File: config.mk
export PLATFORM = sky130hd
export DESIGN_NAME = bus_sel_front
export DESIGN_NICKNAME = d
export VERILOG_FILES = /design/src/rtl/bsel_pkg.sv /design/src/rtl/bsel_latch.sv /design/src/rtl/bsel_rdqual.sv /design/src/rtl/bsel_stubs.sv /design/src/rtl/bus_sel_front.sv
export SDC_FILE = /design/constraint.sdc
export NUM_CORES = 1
export LEC_CHECK = 0
export ABC_CLOCK_PERIOD_IN_PS = 1250
export CAP_MARGIN = 20
export CORE_MARGIN = 8
export CORE_UTILIZATION = 37
export DETAILED_ROUTE_END_ITERATION = 10
export PLACE_DENSITY = 0.88
export SLEW_MARGIN = 5
export SYNTH_ARGS = -nofsm -noshare
export SYNTH_HDL_FRONTEND = slang
export SYNTH_SLANG_ARGS = --single-unit
File: constraint.sdc
create_clock -name clk -period 1.25 [get_ports clk]
set_input_delay 0.1875 -clock clk [delete_from_list [all_inputs] [get_ports clk]]
set_output_delay 0.1875 -clock clk [all_outputs]
set_load 0.02 [all_outputs]
File: src/rtl/bsel_pkg.sv
// Package: shared constants, types and the stub register contents for the
// host bus select front end. Assumes an 8-bit data path.
package bsel_pkg;

    localparam int unsigned BSEL_ADDR_W = 3;
    localparam int unsigned BSEL_DATA_W = 8;

    // Which way the select latch moves on a given clock edge.
    typedef enum logic [1:0] {
        SM_HOLD    = 2'd0,
        SM_PASS    = 2'd1,
        SM_CAPTURE = 2'd2
    } strobe_mode_e;

    // Fixed content of a plain stub register, derived from its index.
    function automatic logic [BSEL_DATA_W-1:0] stub_value(input int unsigned k);
        int unsigned v;
        v = ((k * 29) ^ 165) & 255;
        return BSEL_DATA_W'(v);
    endfunction

endpackage

File: src/rtl/bsel_latch.sv
// Module: address strobe latch and chip-select decode.
// The address and decoded select follow the inputs while the strobe is
// low. On the edge that first sees the strobe high, they are captured from
// that same sample. They then hold while the strobe stays high.
// Assumes all inputs are already synchronous to clk.
module bsel_latch #(
    parameter int unsigned        ADDR_W = 3,
    parameter int unsigned        NUM_CS = 3,
    parameter logic [NUM_CS-1:0]  CS_POL = 3'b011   // 1 = active-high
) (
    input  logic              clk,
    input  logic              rst_n,
    input  logic              as_n,
    input  logic [ADDR_W-1:0] addr_i,
    input  logic [NUM_CS-1:0] cs_i,
    output logic              sel_o,
    output logic [ADDR_W-1:0] idx_o
);
    import bsel_pkg::*;

    logic [NUM_CS-1:0] cs_act;
    logic              cs_all;
    logic              as_prev_q;
    strobe_mode_e      mode;

    // Normalise each chip select to active-high as its polarity dictates.
    for (genvar i = 0; i < NUM_CS; i++) begin : g_cs
        if (CS_POL[i]) begin : g_hi
            assign cs_act[i] = cs_i[i];
        end else begin : g_lo
            assign cs_act[i] = ~cs_i[i];
        end
    end

    assign cs_all = &cs_act;

    // Pick pass-through, same-edge capture or hold for this edge.
    always_comb begin
        if (!as_n)          mode = SM_PASS;
        else if (!as_prev_q) mode = SM_CAPTURE;
        else                mode = SM_HOLD;
    end

    // Remember the previous strobe sample; reset counts as "high".
    always_ff @(posedge clk) begin
        if (!rst_n) as_prev_q <= 1'b1;
        else        as_prev_q <= as_n;
    end

    // Update or hold the latched select and index.
    always_ff @(posedge clk) begin
        if (!rst_n) begin
            sel_o <= 1'b0;
            idx_o <= '0;
        end else if (mode != SM_HOLD) begin
            sel_o <= cs_all;
            idx_o <= addr_i;
        end
    end

    AST_HOLD_WHILE_HIGH: assert property (@(posedge clk) disable iff (!rst_n)
        (rst_n && as_n && as_prev_q) |=> ($stable(sel_o) && $stable(idx_o)));

    AST_PASS_FOLLOWS: assert property (@(posedge clk) disable iff (!rst_n)
        (rst_n && !as_n) |=> (idx_o == $past(addr_i)));

endmodule

File: src/rtl/bsel_rdqual.sv
// Module: read strobe qualification.
// Normalises the read strobes, registers the request and ANDs it with the
// registered select. Produces a first-cycle pulse and the transceiver
// disable. Assumes sel_i is already registered on the same clock.
module bsel_rdqual #(
    parameter int unsigned        NUM_RD = 2,
    parameter logic [NUM_RD-1:0]  RD_POL = 2'b01    // 1 = active-high
) (
    input  logic              clk,
    input  logic              rst_n,
    input  logic [NUM_RD-1:0] rd_i,
    input  logic              sel_i,
    output logic              qual_o,
    output logic              pulse_o,
    output logic              drv_dis_o
);
    logic [NUM_RD-1:0] rd_act;
    logic              req_q;
    logic              qual_d_q;

    // Normalise each read strobe to active-high as its polarity dictates.
    for (genvar i = 0; i < NUM_RD; i++) begin : g_rd
        if (RD_POL[i]) begin : g_hi
            assign rd_act[i] = rd_i[i];
        end else begin : g_lo
            assign rd_act[i] = ~rd_i[i];
        end
    end

    // Sample the request on the same edge as the select latch.
    always_ff @(posedge clk) begin
        if (!rst_n) req_q <= 1'b0;
        else        req_q <= |rd_act;
    end

    assign qual_o = sel_i & req_q;

    // Delay the qualified read by one cycle for edge detection.
    always_ff @(posedge clk) begin
        if (!rst_n) qual_d_q <= 1'b0;
        else        qual_d_q <= qual_o;
    end

    assign pulse_o   = qual_o & ~qual_d_q;
    assign drv_dis_o = ~qual_o;

    AST_PULSE_SINGLE: assert property (@(posedge clk) disable iff (!rst_n)
        pulse_o |=> !pulse_o);

    AST_PULSE_DRIVES: assert property (@(posedge clk) disable iff (!rst_n)
        pulse_o |-> !drv_dis_o);

endmodule

File: src/rtl/bsel_stubs.sv
// Module: stub register file for exercising the read path.
// Plain registers return a fixed pattern. One status register carries a
// sticky flag that a qualified read pulse clears. Assumes pulse_i lasts one
// cycle per access.
module bsel_stubs #(
    parameter int unsigned ADDR_W     = 3,
    parameter int unsigned DATA_W     = 8,
    parameter int unsigned STATUS_IDX = 6
) (
    input  logic              clk,
    input  logic              rst_n,
    input  logic [ADDR_W-1:0] idx_i,
    input  logic              qual_i,
    input  logic              pulse_i,
    input  logic              evt_i,
    output logic [DATA_W-1:0] data_o
);
    import bsel_pkg::*;

    localparam int unsigned NUM_REGS = 1 << ADDR_W;

    logic [DATA_W-1:0] regs [NUM_REGS];
    logic              flag_q;
    logic              clr;

    assign clr = pulse_i && (idx_i == ADDR_W'(STATUS_IDX));

    // Sticky status flag: set has priority over clear-on-read.
    always_ff @(posedge clk) begin
        if (!rst_n)     flag_q <= 1'b0;
        else if (evt_i) flag_q <= 1'b1;
        else if (clr)   flag_q <= 1'b0;
    end

    // Build each register's read value.
    for (genvar k = 0; k < NUM_REGS; k++) begin : g_reg
        if (k == STATUS_IDX) begin : g_status
            assign regs[k] = {{(DATA_W-1){1'b0}}, flag_q};
        end else begin : g_plain
            assign regs[k] = stub_value(k);
        end
    end

    // Return data only during a qualified read.
    always_comb begin
        data_o = qual_i ? regs[idx_i] : '0;
    end

    AST_CLEAR_NEEDS_READ: assert property (@(posedge clk) disable iff (!rst_n)
        ($past(rst_n) && $fell(flag_q)) |-> $past(clr));

endmodule

File: src/rtl/bus_sel_front.sv
// Module: host bus select and read-strobe front end (top).
// Chains the strobe latch, read qualifier and stub registers. Assumes the
// bus inputs are synchronous to clk and rst_n is a synchronous master reset.
module bus_sel_front #(
    parameter int unsigned ADDR_W     = bsel_pkg::BSEL_ADDR_W,
    parameter int unsigned DATA_W     = bsel_pkg::BSEL_DATA_W,
    parameter int unsigned NUM_CS     = 3,
    parameter int unsigned NUM_RD     = 2,
    parameter int unsigned STATUS_IDX = 6
) (
    input  logic              clk,
    input  logic              rst_n,
    input  logic              as_n,
    input  logic [ADDR_W-1:0] reg_addr,
    input  logic [NUM_CS-1:0] cs_in,
    input  logic [NUM_RD-1:0] rd_in,
    input  logic              evt_in,
    output logic              sel,
    output logic [ADDR_W-1:0] reg_idx,
    output logic              rd_pulse,
    output logic              drv_dis,
    output logic [DATA_W-1:0] rd_data
);
    localparam logic [NUM_CS-1:0] CS_POL = NUM_CS'(3'b011);
    localparam logic [NUM_RD-1:0] RD_POL = NUM_RD'(2'b01);

    logic qual;

    bsel_latch #(
        .ADDR_W (ADDR_W),
        .NUM_CS (NUM_CS),
        .CS_POL (CS_POL)
    ) u_latch (
        .clk    (clk),
        .rst_n  (rst_n),
        .as_n   (as_n),
        .addr_i (reg_addr),
        .cs_i   (cs_in),
        .sel_o  (sel),
        .idx_o  (reg_idx)
    );

    bsel_rdqual #(
        .NUM_RD (NUM_RD),
        .RD_POL (RD_POL)
    ) u_rdqual (
        .clk       (clk),
        .rst_n     (rst_n),
        .rd_i      (rd_in),
        .sel_i     (sel),
        .qual_o    (qual),
        .pulse_o   (rd_pulse),
        .drv_dis_o (drv_dis)
    );

    bsel_stubs #(
        .ADDR_W     (ADDR_W),
        .DATA_W     (DATA_W),
        .STATUS_IDX (STATUS_IDX)
    ) u_stubs (
        .clk     (clk),
        .rst_n   (rst_n),
        .idx_i   (reg_idx),
        .qual_i  (qual),
        .pulse_i (rd_pulse),
        .evt_i   (evt_in),
        .data_o  (rd_data)
    );

    AST_UNSEL_SILENT: assert property (@(posedge clk) disable iff (!rst_n)
        !sel |-> (rd_data == '0 && drv_dis));

    AST_RESET_CLEARS: assert property (@(posedge clk)
        !rst_n |=> (!sel && reg_idx == '0));

endmodule

======== Yosys cells after proc, flatten, opt, wreduce, memory -nomap -nowiden ========
Cells that the tools add are included.
storage, ports and cells
  output and inout bits ................... 14
  bits in registers ....................... 8
  word-level logic and storage cells ...... 28
cells by class
  equality and inequality tests ........... 1
  $lt $le $gt $ge ......................... 1
  reduce and logical (&&, ||, !) cells .... 5
  bitwise logic cells ..................... 7
  mux-type cells .......................... 8
operators by type and width
  operator                                    number
  binary-select mux 8 bit (select 3 bit)      1
  2-to-1 mux 8 bit                            3
  >= comparator 4 bit, second input constant  1
  2-to-1 mux 2 bit                            2
  NOT 1 bit                                   4
  NOT 3 -> 4 bit                              1
  nonzero test 2 bit                          2
  equality test 3 bit, second input constant  1
  AND reduction 3 bit                         1
  bitwise AND 1 bit                           2
  2-to-1 mux 1 bit                            2
  OR reduction 2 bit                          1
  logical AND 1 bit                           1

======== Longest topological paths before layout ========
  depth in word-level cells ............... 5
  mapped depth ............................ 5

======== By module ========
A second synthesis with hierarchy kept.
second synthesis, totals
  cells, all modules ...................... 60
  area total of the unflattened synthesis .. 523.0 µm²
modules (own cells, without submodules)
  module       times used  area each (µm²)  cells an instance  sequential area each (µm²)
  bsel_stubs   1           224.0            30                 20.0
  bsel_latch   1           221.5            22                 100.1
  bsel_rdqual  1           77.6             8                  40.0

======== Worst setup path after synthesis ========
No wires, ideal clock.
  path type ............................... register to output
  start point ............................. reg u_latch.idx_o[0]
  end point ............................... out rd_data[5]
  path buffers ............................ 0
  stages on the path, launching flop included .. 5
  path slack .............................. -0.355 ns
  data required time ...................... 1.062 ns
  arrival time ............................ 1.418 ns
  cells stage by stage .................... dfxtp_1 > inv_1 > ha_1 > and2b_2 > nor3_1
on the way
  longest elaborated chain between the ends .. 5
ends and longest elaborated chain
  item                                                  line                 RTL
  start: declaration                                    bsel_latch.sv:17     output logic [ADDR_W-1:0] idx_o
  start signal: assignment                              bsel_latch.sv:57     idx_o <= addr_i;
  NOT 3 -> 4 bit (implied by the code)                  bsel_stubs.sv:46     data_o = qual_i ? regs[idx_i] : '0;
  binary-select mux 8 bit (select 3 bit)                bsel_stubs.sv:46
  2-to-1 mux 8 bit (implied by the code) (2 in series)  bsel_stubs.sv:46
  2-to-1 mux 8 bit                                      bsel_stubs.sv:46
  end: declaration                                      bus_sel_front.sv:22  output logic [DATA_W-1:0] rd_data
No other way between the ends. The select of a mux whose other input is x is not followed.

======== Worst setup path after layout ========
  start point ............................. reg u_latch.idx_o[1]
  end point ............................... out rd_data[6]
Same word-level chain as after synthesis.

==> run_results.csv <==
group,metric,value,unit
status,outcome,"complete, but fails checks",
status,violations,"negative setup slack",
timing,tightestPinTransition,0.2187,ns
detailed_routing,drt_pass1_iterations,4,
cts,cts.sinks,8,
cts,cts_root_buffer,"sky130_fd_sc_hd__clkbuf_4",
detailed_routing,vias_per_cell,4.835,
yosys,yosysUniqueCellTypes,24,
floorplanning,floorplan.die.height,52.18,um
cells_and_area,antenna_cells,0,
cts,tritoncts.num_buffers,3,
cells_and_area,nFillCells,101,
cells_and_area,layout-area-overhead-vs-synth,97.67,%
critical_path,critPathKind,"flop to primary output",
cells_and_area,layout.area.seq,176.4,um2
min_path,hold_path_class,"input port to flop",
min_path,min_path_cells,3,
cells_and_area,finish.net_count,117,
timing,postLayoutSetupSlackWorst,-0.2481,ns
power_and_ir_drop,power_density,731.7,mW/mm2
floorplanning,initial_utilization,0.3817,
yosys,synth_warnings,0,
floorplanning,dieArea,0.002722,mm2
power_and_ir_drop,comb_power_share,0.296,
yosys,synth_area_in_adders,0.1034,
floorplanning,rows,13,
placement,portBuffers,25,
yosys,yosys-mux-area-fraction,0.02067,
critical_path,rr_startpoint,"u_latch.idx_o[0]",
timing,slew_headroom,0.8537,
critical_path,path_max_fanout,5,
floorplanning,die_w,52.18,um
min_path,min_delay_worst_endpoint,"u_latch.idx_o[2]",
detailed_routing,average_wire_length_per_cell_after_detail_routing,12.50,um
critical_path,timing.rr.end,"u_stubs.flag_q",
cells_and_area,layout.cells.most_common,"sky130_fd_sc_hd__buf_4",
critical_path,r2r.worst_path.cells,4,
yosys,synth_xor_area_frac,0,
cells_and_area,leading_cell_types_in_the_layout_fill_and_taps_excluded,"sky130_fd_sc_hd__buf_4 (16), sky130_fd_sc_hd__clkdlybuf4s50_1 (11), sky130_fd_sc_hd__buf_6 (6)",
timing,layout_min_cycle_time,1.498,ns
floorplanning,core_area,0.001269,mm2
floorplanning,io_pins,26,
global_routing,grt_pass1_wl,2297,um
run,max_cap_violations,0,
cts,clkLatencyLatePin,0.26,ns
detailed_routing,drtIter0Drc,6,
critical_path,critPathRequiredTime,1.06,ns
power_and_ir_drop,sw_frac_of_total,0.2775,
detailed_routing,drc,0,
global_routing,grt_start_max_net_pins,11,
power_and_ir_drop,power.sequential.fraction,0.406,
detailed_routing,routed_wl,1437,um
yosys,netlist_instances,57,
global_routing,grt_antenna_before_repair,0,
yosys,synth.yosys.seq_area_share,0.3307,
cts,clockBufferDepth,2,
yosys,ys_seq_elements,8,
cells_and_area,multi_input_area,362.8,um2
yosys,netlist_area,484.2,um2
placement,hpwl_after_dpl,1062,um
cts,clk_pin_slew_worst_paths,0.06,ns
power_and_ir_drop,power.net_switching,0.1944,mW
critical_path,timing.critical_path.slowest_stage_cell,"sky130_fd_sc_hd__dfxtp_4",
power_and_ir_drop,pwr-share-clk,0.298,
cts,cts_tree,"done",
yosys,synth_compound_area_frac,0.1990,
power_and_ir_drop,leakagePower,0.4217,nW
detailed_routing,detailroute.via_count,556,
yosys,postSynthNetCount,73,
yosys,yosys.area_share.simple,0.2765,
timing,setup_violations,8,
critical_path,timing.critical_path.to_type,"primary output",
power_and_ir_drop,internal-power,0.5060,mW
detailed_routing,antenna_violating_nets_left,0,
critical_path,slowest_delay,0.38,ns
critical_path,setup.worst_path.start_class,"flop",
critical_path,r2r_setup_slack,0.26,ns
cells_and_area,post_route_cells_drive_above_1_share,0.5700,
yosys,postSynthAreaPerCell,8.495,um2
critical_path,arrival_time_at_the_worst_endpoint,1.31,ns
cts,ctsHoldBuffers,0,
yosys,largest_family_of_logic_cells_by_synthesized_area,"simple AND/OR/NAND/NOR gates",
timing,hold_viol,0,
global_routing,grt_overflow,0,
timing,clock_skew,0.01028,ns
critical_path,crit_path_cell_trace,"inv_4 > ha_4 > inv_2 > mux2i_1 > nor2_2 > buf_6",
timing,fin_crit_sh,1.198,
power_and_ir_drop,irDropWorstVdd,0.6525,mV
cts,clock_tree.htree_level_count,1,
global_routing,grt_use_total,0.1086,
power_and_ir_drop,fin_total_pwr,0.7004,mW
timing,finalMaxSlewViolations,0,
timing,totalNegativeSetupSlack,-1.595,ns
timing,max_clock_freq,0.6675,GHz
placement,place.gp.congestion,0.6384,
timing,unrepaired_setup_endpoints_after_global_routing,"yes",
global_routing,grt_pass1_vias,577,
min_path,timing.hold.worst.start,"reg_addr[2]",
[cell usage after synthesis (all sizes together)]
cell type  instances  share of area
a21boi             5          0.078
dfxtp              8           0.33
nand2b             3          0.039
o21bai             1          0.016
a211oi             1          0.026
nand3              4          0.041
a21oi              4          0.041
and3               1          0.013
inv                6          0.047
nand4b             1          0.018
mux2i              1          0.021
ha                 4           0.10
nand2              6          0.062
nor3               3          0.031
buf                1          0.023
o21ai              2          0.021
a41oi              1          0.018
nor2               3          0.039
and2b              2          0.034
[power by group through the flow]
stage               logic, mW  clock network [mW]  registers [mW]
floorplan              0.0806                   0           0.296
global placement        0.188                   0           0.287
detailed placement      0.191                   0           0.288
CTS                     0.197               0.218           0.284
global route            0.223               0.237           0.286
finish                  0.207               0.209           0.284
[state kept, by name, indices dropped and copies added, names as in the netlist]
signal             count
u_latch.as_prev_q      1
u_latch.idx_o          3
u_latch.sel_o          1
u_rdqual.qual_d_q      1
u_rdqual.req_q         1
u_stubs.flag_q         1
[metal layers]
metal	track usage	routed length, um
met1	0.1068	566
met2	0.1960	731
met3	0.03977	117
met4	0.05172	22
met5	0	0
[critical path, delay by kind of cell, from the launching register on]
kind	cells	cell delay, ns
buf+inv	3	0.19
simple gates	1	0.06
flops	1	0.38
fa+ha+maj	1	0.26
mux	1	0.16
[through the flow]
step	util	hold slack [ns]	worst slack, ns	area (um2)	cells
6_report	0.7544	0.4768	-0.2481	957.2	115
5_1_grt	0.7544	0.4823	-0.3198	957.2	115
4_1_cts	0.7416	0.4695	-0.2718	940.9	113
3_5_place_dp	0.7032	0.5141	-0.4529	892.1	107
3_3_place_gp	0.7032	0.5048	-0.4297	892.1	107
2_1_floorplan	-	0.2605	-0.02923	539.3	57
[how the worst max path moves through the flow]
| stage | start | end | slack [ns] | cells past startpoint |
|---|---|---|---|---|
| 2_1_floorplan | u_latch.idx_o[0] | rd_data[5] | -0.03 | 4 |
| 3_3_place_gp | u_latch.idx_o[0] | rd_data[2] | -0.43 | 6 |
| 3_5_place_dp | u_latch.idx_o[0] | rd_data[5] | -0.45 | 5 |
| 4_1_cts | u_latch.idx_o[1] | rd_data[6] | -0.27 | 6 |
| 5_1_grt | u_latch.idx_o[1] | rd_data[6] | -0.32 | 6 |
| 6_report | u_latch.idx_o[1] | rd_data[6] | -0.25 | 6 |
[cell type report]
cell class / instances / area share
sequential: 8 / 0.1843
tap: 15 / 0.01961
timing repair buffer: 39 / 0.3582
multi-input combinational: 43 / 0.3791
clock buffer: 4 / 0.02745
inverter: 6 / 0.03137
[repair_timing]
| item | in CTS | in global routing |
|---|---|---|
| endpoints found under the hold margin | 0 | 0 |
| buffers inserted | 1 | 2 |
| endpoints found under the setup margin | 14 | 12 |
| gates cloned | 1 | 0 |
| resized for setup | 71 | 11 |
| pin swaps | 3 | 2 |
[cells by family after synthesis]
group                      Yosys count
adders and majority gates            4
muxes                                1
buffers and inverters                7
DFF                                  8
AOI/OAI and AO/OA                   14
and+or+nand+nor                     23
Power figures use the tool's default switching activity.
